==> src/rtl/alu_pkg.sv <==
package alu_pkg;
    typedef enum logic [1:0] {
        OP_AND  = 2'd0,
        OP_OR   = 2'd1,
        OP_SUM  = 2'd2,
        OP_LESS = 2'd3
    } alu_op_e;
endpackage

==> src/rtl/alu_bit_slice.sv <==
module alu_bit_slice
    import alu_pkg::*;
(
    input  logic    a_bit,
    input  logic    b_bit,
    input  logic    b_negate,
    input  logic    carry_in,
    input  logic    less_in,
    input  alu_op_e op,
    output logic    res_bit,
    output logic    carry_next
);
    logic b_eff;
    logic and_r;
    logic or_r;
    logic sum_r;

    // All three candidate results are formed every time; op only selects.
    always_comb begin
        b_eff      = b_bit ^ b_negate;
        and_r      = a_bit & b_eff;
        or_r       = a_bit | b_eff;
        sum_r      = a_bit ^ b_eff ^ carry_in;
        carry_next = (a_bit & b_eff) | (a_bit & carry_in) | (b_eff & carry_in);
    end

    always_comb begin
        unique case (op)
            OP_AND:  res_bit = and_r;
            OP_OR:   res_bit = or_r;
            OP_SUM:  res_bit = sum_r;
            OP_LESS: res_bit = less_in;
            default: res_bit = 1'b0;
        endcase
    end
endmodule

==> src/rtl/alu_top_slice.sv <==
module alu_top_slice
    import alu_pkg::*;
(
    input  logic    a_bit,
    input  logic    b_bit,
    input  logic    b_negate,
    input  logic    carry_in,
    input  logic    less_in,
    input  alu_op_e op,
    output logic    res_bit,
    output logic    carry_next,
    output logic    set_out,
    output logic    ovf_out
);
    logic b_eff;
    logic sum_r;

    always_comb begin
        b_eff      = b_bit ^ b_negate;
        sum_r      = a_bit ^ b_eff ^ carry_in;
        carry_next = (a_bit & b_eff) | (a_bit & carry_in) | (b_eff & carry_in);
        set_out    = sum_r;
        // Adder inputs agree in sign but the sum sign differs.
        ovf_out    = (a_bit == b_eff) && (sum_r != a_bit);
    end

    always_comb begin
        unique case (op)
            OP_AND:  res_bit = a_bit & b_eff;
            OP_OR:   res_bit = a_bit | b_eff;
            OP_SUM:  res_bit = sum_r;
            OP_LESS: res_bit = less_in;
            default: res_bit = 1'b0;
        endcase
    end
endmodule

==> src/rtl/alu_zero_detect.sv <==
module alu_zero_detect #(
    parameter int WIDTH = 32
) (
    input  logic [WIDTH-1:0] vec,
    output logic             all_clear
);
    always_comb all_clear = ~(|vec);
endmodule

==> src/rtl/slice_alu.sv <==
module slice_alu
    import alu_pkg::*;
#(
    parameter int WIDTH = 32
) (
    input  logic [WIDTH-1:0] opnd_a,
    input  logic [WIDTH-1:0] opnd_b,
    input  logic             b_negate,
    input  logic [1:0]       op_sel,
    output logic [WIDTH-1:0] result,
    output logic             zero,
    output logic             ovf,
    output logic             carry_out
);
    localparam int MSB = WIDTH - 1;

    alu_op_e          op_e;
    logic [WIDTH:0]   carry;
    logic             top_set;
    logic             top_ovf;
    logic             less_bit0;

    assign op_e      = alu_op_e'(op_sel);
    assign carry[0]  = b_negate;
    // Overflow-corrected sign of the top sum drives the less-than bit.
    assign less_bit0 = top_set ^ top_ovf;

    for (genvar i = 0; i < MSB; i++) begin : g_slice
        logic less_w;
        if (i == 0) begin : g_lsb
            assign less_w = less_bit0;
        end else begin : g_mid
            assign less_w = 1'b0;
        end
        alu_bit_slice u_bit (
            .a_bit      (opnd_a[i]),
            .b_bit      (opnd_b[i]),
            .b_negate   (b_negate),
            .carry_in   (carry[i]),
            .less_in    (less_w),
            .op         (op_e),
            .res_bit    (result[i]),
            .carry_next (carry[i+1])
        );
    end

    alu_top_slice u_top (
        .a_bit      (opnd_a[MSB]),
        .b_bit      (opnd_b[MSB]),
        .b_negate   (b_negate),
        .carry_in   (carry[MSB]),
        .less_in    (1'b0),
        .op         (op_e),
        .res_bit    (result[MSB]),
        .carry_next (carry[WIDTH]),
        .set_out    (top_set),
        .ovf_out    (top_ovf)
    );

    alu_zero_detect #(.WIDTH(WIDTH)) u_zero (
        .vec       (result),
        .all_clear (zero)
    );

    assign ovf       = top_ovf;
    assign carry_out = carry[WIDTH];
endmodule

==> config.mk <==
export PLATFORM = sky130hd
export DESIGN_NAME = slice_alu
export DESIGN_NICKNAME = d
export VERILOG_FILES = /design/src/rtl/alu_pkg.sv /design/src/rtl/alu_bit_slice.sv /design/src/rtl/alu_top_slice.sv /design/src/rtl/alu_zero_detect.sv /design/src/rtl/slice_alu.sv
export SDC_FILE = /design/constraint.sdc
export NUM_CORES = 1
export LEC_CHECK = 0
export BUFFER_PORTS_ARGS = -buffer_cell sky130_fd_sc_hd__buf_2
export CORE_ASPECT_RATIO = 1.25
export CORE_MARGIN = 10
export CORE_UTILIZATION = 40
export DETAILED_ROUTE_END_ITERATION = 8
export PLACE_DENSITY = 0.66
export REMOVE_ABC_BUFFERS = 1
export SETUP_SLACK_MARGIN = 0.3
export SLEW_MARGIN = 20
export SYNTH_ARGS = -nofsm -noshare
export SYNTH_HDL_FRONTEND = slang
export SYNTH_SLANG_ARGS = --single-unit
==> constraint.sdc <==
create_clock -name vclk -period 28.7
set_input_delay 5.74 -clock vclk [all_inputs]
set_output_delay 5.74 -clock vclk [all_outputs]
set_load 0.01 [all_outputs]
==> results of run 1 <==
-- through the flow --
| step | cells | util | total power [W] |
|---|---|---|---|
| final | 475 | 0.446 | 0.0000689 |
| after global placement | 475 | 0.446 | 0.0000681 |
| after floorplan | 279 | - | 0.0000429 |
| after CTS | 475 | 0.446 | 0.0000705 |
| after detailed placement | 475 | 0.446 | 0.0000702 |
| after global routing | 475 | 0.446 | 0.0000794 |
-- layer usage --
metal / global-route usage / routed length (um) / vias to the layer above
met5: 0 / 0 / -
met4: 0.0117 / 70 / 0
met3: 0.0264 / 477 / 4
met2: 0.212 / 3360 / 72
met1: 0.139 / 2950 / 1030
li1: - / - / 1106
-- final cells by class --
type	instances	area (um2)	area share
inverter	70	263	0.0800
multi-input combinational	209	2380	0.725
tap	92	115	0.0350
timing repair buffer	104	526	0.160
-- synthesized netlist by cell type (all sizes together) (2+ instances only) --
cell type / n / share of area
mux2i: 32 / 0.11
nor4: 6 / 0.017
or4: 2 / 0.0050
ha: 64 / 0.27
fa: 31 / 0.21
inv: 70 / 0.087
nor2b: 2 / 0.0041
buf: 46 / 0.12
xor2: 33 / 0.096
o22ai: 30 / 0.064
-- final timing paths --
path | end | cells past startpoint
max | zero | 42
min | ovf | 4
-- cell families (layout without fill, tap and decap cells) --
kind of cell    Yosys count  in the layout  synth area share
xor+xnor                 34             34            0.0986
compound gates           32             32            0.0687
simple gates             15             15            0.0368
mux                      33             33             0.113
buf+inv                 117            174             0.212
fa+ha+maj                95             95             0.470
-- power by group through the flow --
stage                     logic (W)  registers [W]  clock network (W)
final                     0.0000689              0                  0
after global routing      0.0000794              0                  0
after detailed placement  0.0000702              0                  0
after CTS                 0.0000705              0                  0
after global placement    0.0000681              0                  0
after floorplan           0.0000429              0                  0
==> results.cfg, run 1 <==
[run_status]
status = completed

[synth]
syn_area_mm2 = 0.00302
yosys_warnings = 0
syn-instance-count = 326
synth_area_per_cell_um2 = 9.27
synth.distinct_cells = 26
ys_seq_area_frac = 0

[drt]
wl_per_cell_um = 14.4
num_vias = 2212
wl_um = 6860
firstDrtPassIters = 4
detail_route.iter0.violations = 68
drtAntennaViolNets = 0
drc_errors = 0
routed_via_density = 4.66

[floorplan]
coreArea_mm2 = 0.00736
die_width_um = 97.7
floorplan.initialDensity = 0.411
die-area_mm2 = 0.0115
fp-row-count = 35
ioPinCount = 102
die_y_um = 117

[cells_and_area]
final_cell_area_mm2 = 0.00328
final.clkbuf_count = 0
register_area_um2 = 0
diodes = 0
layout_common_cells = buf_2, inv_1, ha_1, xor2_1, mux2i_1
seq_cells = 0
nFillCells = 758
area_growth_pct = 8.70
nets = 547
layout_commonest_cell = buf_2
drive_gt1_frac = 0.285

[min_path]
worstHoldStart = opnd_a[31]
hold_class = in2out

[global_route]
antenna_found_initial = 0
grt_pass1_vias = 2449
grt_max_degree = 36
grt_overflow_total = 0
grt.total_usage = 0.116
grt_pass1_wl_um = 11400

[setup_path]
crit_required_ps = 22960
slowest_delay_ps = 580
crit_buf_inv = 6
cp-startpoint = b_negate
crit_family = adder cells
cp.arrival_ps = 19610
startpoint_type = input port
slowest_stage = or4_1
path_class = in2out
cp_max_fo = 18
endpoint_kind = primary output
critPathMostFrequentCell = fa_1

[clock_network]
cts_resized = 0
post-cts-setup-buffer-count = 0
hold_buffers = 0

[timing]
clock.fmax_ghz = 0.0395
hold_slack_ps = 11880
hold_viol = 0
report.final.slew_viol_count = 0
rsz0062_at_grt = false
finalSetupTns_ps = 0
relSlewSlack = 0.501
worst_slack_ps = 3360
finalCritPeriodShare = 0.883
worst_slew_pin_slew_ps = 748
period_needed_ps = 25350
setup_viol = 0

[pwr]
power_leakage_nw = 1.93
power_frac_clock = 0
seqPwrFrac = 0
intPower_w = 0.0000301
irDropWorstVdd_uv = 12.2
p_sw_w = 0.0000388
powerDensity_mw_per_mm2 = 21.0
p_sw_frac = 0.563
combPwrFrac = 1.000

[placement]
hpwl_um = 5910
place_ws_ps = 3300
place_area_mm2 = 0.00328
io_buffers = 102
routabilityCongestion = 0.779

[job]
cap_violations = 0
No activity file was read; power rests on OpenSTA's default activity.
==> run 2, diff against run 1 <==
--- a/config.mk
+++ b/config.mk
@@ -6,8 +6,8 @@
 export NUM_CORES = 1
 export LEC_CHECK = 0
 export BUFFER_PORTS_ARGS = -buffer_cell sky130_fd_sc_hd__buf_2
-export CORE_ASPECT_RATIO = 1.25
-export CORE_MARGIN = 10
+export CORE_ASPECT_RATIO = 1.5
+export CORE_MARGIN = 3
 export CORE_UTILIZATION = 40
 export DETAILED_ROUTE_END_ITERATION = 8
 export PLACE_DENSITY = 0.66
==> constraint.sdc (replaced) <==
create_clock -name vclk -period 32.1
set_input_delay 6.42 -clock vclk [all_inputs]
set_output_delay 6.42 -clock vclk [all_outputs]
set_load 0.01 [all_outputs]
==> results.cfg, run 2 (same netlist as run 1, synthesis figures left out) <==
[run_status]
status = completed

[setup_path]
slowest_stage = or4_1
cp_max_fo = 34
endpoint_kind = primary output
critPathMostFrequentCell = fa_1
slowest_delay_ps = 570
path_class = in2out
crit_required_ps = 25680
startpoint_type = input port
cp.arrival_ps = 20540

[cells_and_area]
diodes = 0
final_cell_area_mm2 = 0.00330
seq_cells = 0
layout_common_cells = buf_2, inv_1, ha_1, xor2_1, mux2i_1
final.clkbuf_count = 0
area_growth_pct = 9.28
nets = 548
layout_commonest_cell = buf_2
register_area_um2 = 0
drive_gt1_frac = 0.286

[pwr]
p_total_w = 0.0000616
intPower_w = 0.0000269
irDropWorstVdd_uv = 9.34
power_frac_clock = 0
powerDensity_mw_per_mm2 = 18.6
power_leakage_nw = 1.94
p_sw_w = 0.0000347
combPwrFrac = 1.000
p_sw_frac = 0.563
seqPwrFrac = 0

[placement]
io_buffers = 102
routabilityCongestion = 0.792
hpwl_um = 5330
place_area_mm2 = 0.00330

[global_route]
grt.total_usage = 0.147
grt_overflow_total = 0
grt_pass1_vias = 2281
grt_max_degree = 36
antenna_found_initial = 0
grt_pass1_wl_um = 10600

[clock_network]
cts_resized = 0
post-cts-setup-buffer-count = 0
hold_buffers = 0

[drt]
highest_layer = met4
wl_um = 6330
met1_length_um = 2370
firstDrtPassIters = 4
drtAntennaViolNets = 0
wl_per_cell_um = 13.1
detail_route.iter0.violations = 66
met3_length_um = 314
num_vias = 2232
routed-wl-met2_um = 3620
routed_via_density = 4.61
drc_errors = 0

[timing]
setup_viol = 0
worst_slew_pin_slew_ps = 568
report.final.slew_viol_count = 0
finalSetupTns_ps = 0
rsz0062_at_grt = false
relSlewSlack = 0.621
finalCritPeriodShare = 0.840
period_needed_ps = 26960
hold_viol = 0
clock.fmax_ghz = 0.0371

[floorplan]
ioPinCount = 102
die_y_um = 112
coreArea_mm2 = 0.00727
die-area_mm2 = 0.00865
fp-row-count = 38
floorplan.initialDensity = 0.415
die_width_um = 77.0

[min_path]
hold_class = in2out

[job]
cap_violations = 0
==> run 2: worst paths after layout <==
check	cells after the start	startpoint	endpoint
hold / removal	4	opnd_a[31]	ovf
setup / recovery	43	b_negate	zero
==> run 2: through the flow <==
stage / cells / setup slack, ps / util / hold WS [ps]
floorplan: 279 / 6430 / - / 12900
global placement: 484 / 5290 / 0.454 / 13240
detailed placement: 484 / 5080 / 0.454 / 13240
CTS: 484 / 5060 / 0.454 / 13250
global route: 484 / 4510 / 0.454 / 13270
finish: 484 / 5140 / 0.454 / 13230
==> run 2: cell type report <==
type,instances,area (um2)
Timing Repair Buffer,105,533
Inverter,70,263
Tap cell,100,125
Fill cell,739,3970
Multi-Input combinational cell,209,2380
==> run 2: power groups by stage <==
stage / Combinational (W) / Clock (W) / Sequential [W]
global route: 0.0000712 / 0 / 0
CTS: 0.0000631 / 0 / 0
detailed placement: 0.0000630 / 0 / 0
finish: 0.0000616 / 0 / 0
global placement: 0.0000609 / 0 / 0
floorplan: 0.0000384 / 0 / 0
==> run 2: routing by layer <==
metal	GRT usage	vias up
li1	-	1102
met1	0.164	1069
met2	0.310	59
met3	0.0120	2
met4	0.00484	0
met5	0	-
==> run 2: critical path, delay by kind of cell <==
family	cells	cell delay, ps
AOI/OAI and AO/OA	1	100
adders and majority gates	31	11820
muxes	1	120
xor gates and xnor gates	1	170
buffers and inverters	7	1020
and+or+nand+nor	2	860
==> run 3, diff against run 2 <==
--- a/config.mk
+++ b/config.mk
@@ -5,12 +5,13 @@
 export SDC_FILE = /design/constraint.sdc
 export NUM_CORES = 1
 export LEC_CHECK = 0
+export ABC_AREA = 1
 export BUFFER_PORTS_ARGS = -buffer_cell sky130_fd_sc_hd__buf_2
 export CORE_ASPECT_RATIO = 1.5
 export CORE_MARGIN = 3
 export CORE_UTILIZATION = 40
 export DETAILED_ROUTE_END_ITERATION = 8
-export PLACE_DENSITY = 0.66
+export PLACE_DENSITY = 0.65
 export REMOVE_ABC_BUFFERS = 1
 export SETUP_SLACK_MARGIN = 0.3
 export SLEW_MARGIN = 20
==> constraint.sdc (replaced) <==
create_clock -name vclk -period 28.2
set_input_delay 5.64 -clock vclk [all_inputs]
set_output_delay 5.64 -clock vclk [all_outputs]
set_load 0.01 [all_outputs]
==> results.cfg, run 3 <==
[run_status]
status = completed

[synth]
syn_area_mm2 = 0.00322
synth_area_leader_cell = ha_1
yosys_warnings = 0
synth_area_leaders = ha_1, fa_1, inv_1, nand2_1, xnor2_1
synth_area_per_cell_um2 = 7.13
netlist_top_cells_count = inv_1, nand2_1, ha_1, nand3_1, buf_4
syn-instance-count = 452
ys_seq_area_frac = 0
synth_most_common_cell = inv_1
netlist.area_leader.share = 0.248
synth.distinct_cells = 17

[global_route]
grt_overflow_total = 0
grt_pass1_wl_um = 11400
grt.total_usage = 0.148
antenna_found_initial = 0
grt_pass1_vias = 2698
grt_max_degree = 34

[drt]
firstDrtPassIters = 4
drtAntennaViolNets = 0
detail_route.iter0.violations = 43
wl_um = 6570
routed_via_density = 4.40
wl_per_cell_um = 10.8
drc_errors = 0
num_vias = 2687

[job]
cap_violations = 0

[setup_path]
path_class = in2out
startpoint_type = input port
crit_required_ps = 22560
slowest_stage = buf_4
endpoint_kind = primary output
cp.arrival_ps = 19150
cp_max_fo = 32
critPathMostFrequentCell = fa_1
slowest_delay_ps = 460

[pwr]
power_leakage_nw = 2.05
powerDensity_mw_per_mm2 = 19.4
irDropWorstVdd_uv = 8.14

[timing]
hold_slack_ps = 11690
finalCritPeriodShare = 0.879
period_needed_ps = 24790
clock.fmax_ghz = 0.0403
worst_slew_pin_slew_ps = 800
worst_slack_ps = 3410
relSlewSlack = 0.465
rsz0062_at_grt = false
report.final.slew_viol_count = 0
finalSetupTns_ps = 0
hold_viol = 0
setup_viol = 0

[placement]
dpl.cell_count = 611
routabilityCongestion = 0.807
place_ws_ps = 3370
io_buffers = 102
place_area_mm2 = 0.00350
hpwl_um = 5630

[clock_network]
cts_resized = 0
hold_buffers = 0
post-cts-setup-buffer-count = 0

[cells_and_area]
diodes = 0
finalNonFillerCells = 611
nFillCells = 865
multi_input_area_mm2 = 0.00247
drive_gt1_frac = 0.216
area_growth_pct = 8.70
layout_commonest_cell = buf_2
seq_cells = 0
final_cell_area_mm2 = 0.00350
layout_common_cells = buf_2, inv_1, nand2_1, ha_1, nand3_1
final.clkbuf_count = 0
nets = 673
register_area_um2 = 0

[min_path]
hold_class = in2out

[floorplan]
die_y_um = 116
floorplan.initialDensity = 0.418
coreArea_mm2 = 0.00771
ioPinCount = 102
die_width_um = 79.3
fp-row-count = 39
die-area_mm2 = 0.00919
run 3: cell count changes in the layout (fill, tap and decap cells not counted), sizes merged, moves of 2 or more:
cell    before  now
nand3        1   46
o22ai       30    0
nand2        0   92
mux2i       32    0
or2          0    2
nor2b        2    0
xnor2        1   31
inv         70  100
nand3b       0    4
nor2         1   33
or4          2    0
xor2        33    0
buf        105  103
nor4         6    0
run 3: worst paths after layout:
path | from | end | cells past startpoint
setup / recovery | b_negate | zero | 44
hold / removal | opnd_a[31] | ovf | 4
run 3: worst max-delay path, delay by kind of cell:
family	cells	cell delay [ps]
buffers and inverters	6	970
AND/OR/NAND/NOR	7	410
XOR/XNOR	1	200
adder cells (fa/ha/maj)	30	11910
run 3: power by group:
part / total (W) / switching (W) / internal [W] / leakage, nW
Combinational: 0.0000680 / 0.0000397 / 0.0000283 / 2.05
Clock: 0 / 0 / 0 / 0
Sequential: 0 / 0 / 0 / 0
Total: 0.0000680 / 0.0000397 / 0.0000283 / 2.05
run 3: area by class of cell:
type / count / area share
multi-input cells: 306 / 0.706
repair buffers: 103 / 0.148
inverters: 100 / 0.110
well taps: 102 / 0.0364
run 3: kinds of logic (layout without fill, tap and decap cells):
| family | Yosys count | count (layout) | share of synthesized area |
|---|---|---|---|
| simple gates | 179 | 179 | 0.240 |
| fa+ha+maj | 95 | 95 | 0.441 |
| xor+xnor | 31 | 31 | 0.0842 |
| compound gates | 1 | 1 | 0.00155 |
| buf+inv | 146 | 203 | 0.233 |
run 3: metal layers:
| metal | global-route usage | routed length, um | vias to the layer above |
|---|---|---|---|
| li1 | - | - | 1390 |
| met1 | 0.171 | 2620 | 1217 |
| met2 | 0.305 | 3580 | 76 |
| met3 | 0.00467 | 321 | 4 |
| met4 | 0.0103 | 45 | 0 |
| met5 | 0 | 0 | - |
run 3: metrics by stage:
stage                     utilization  total power, W
after floorplan                     -       0.0000441
after global routing            0.454       0.0000798
final                           0.454       0.0000680
after detailed placement        0.454       0.0000696
after CTS                       0.454       0.0000699
after global placement          0.454       0.0000676
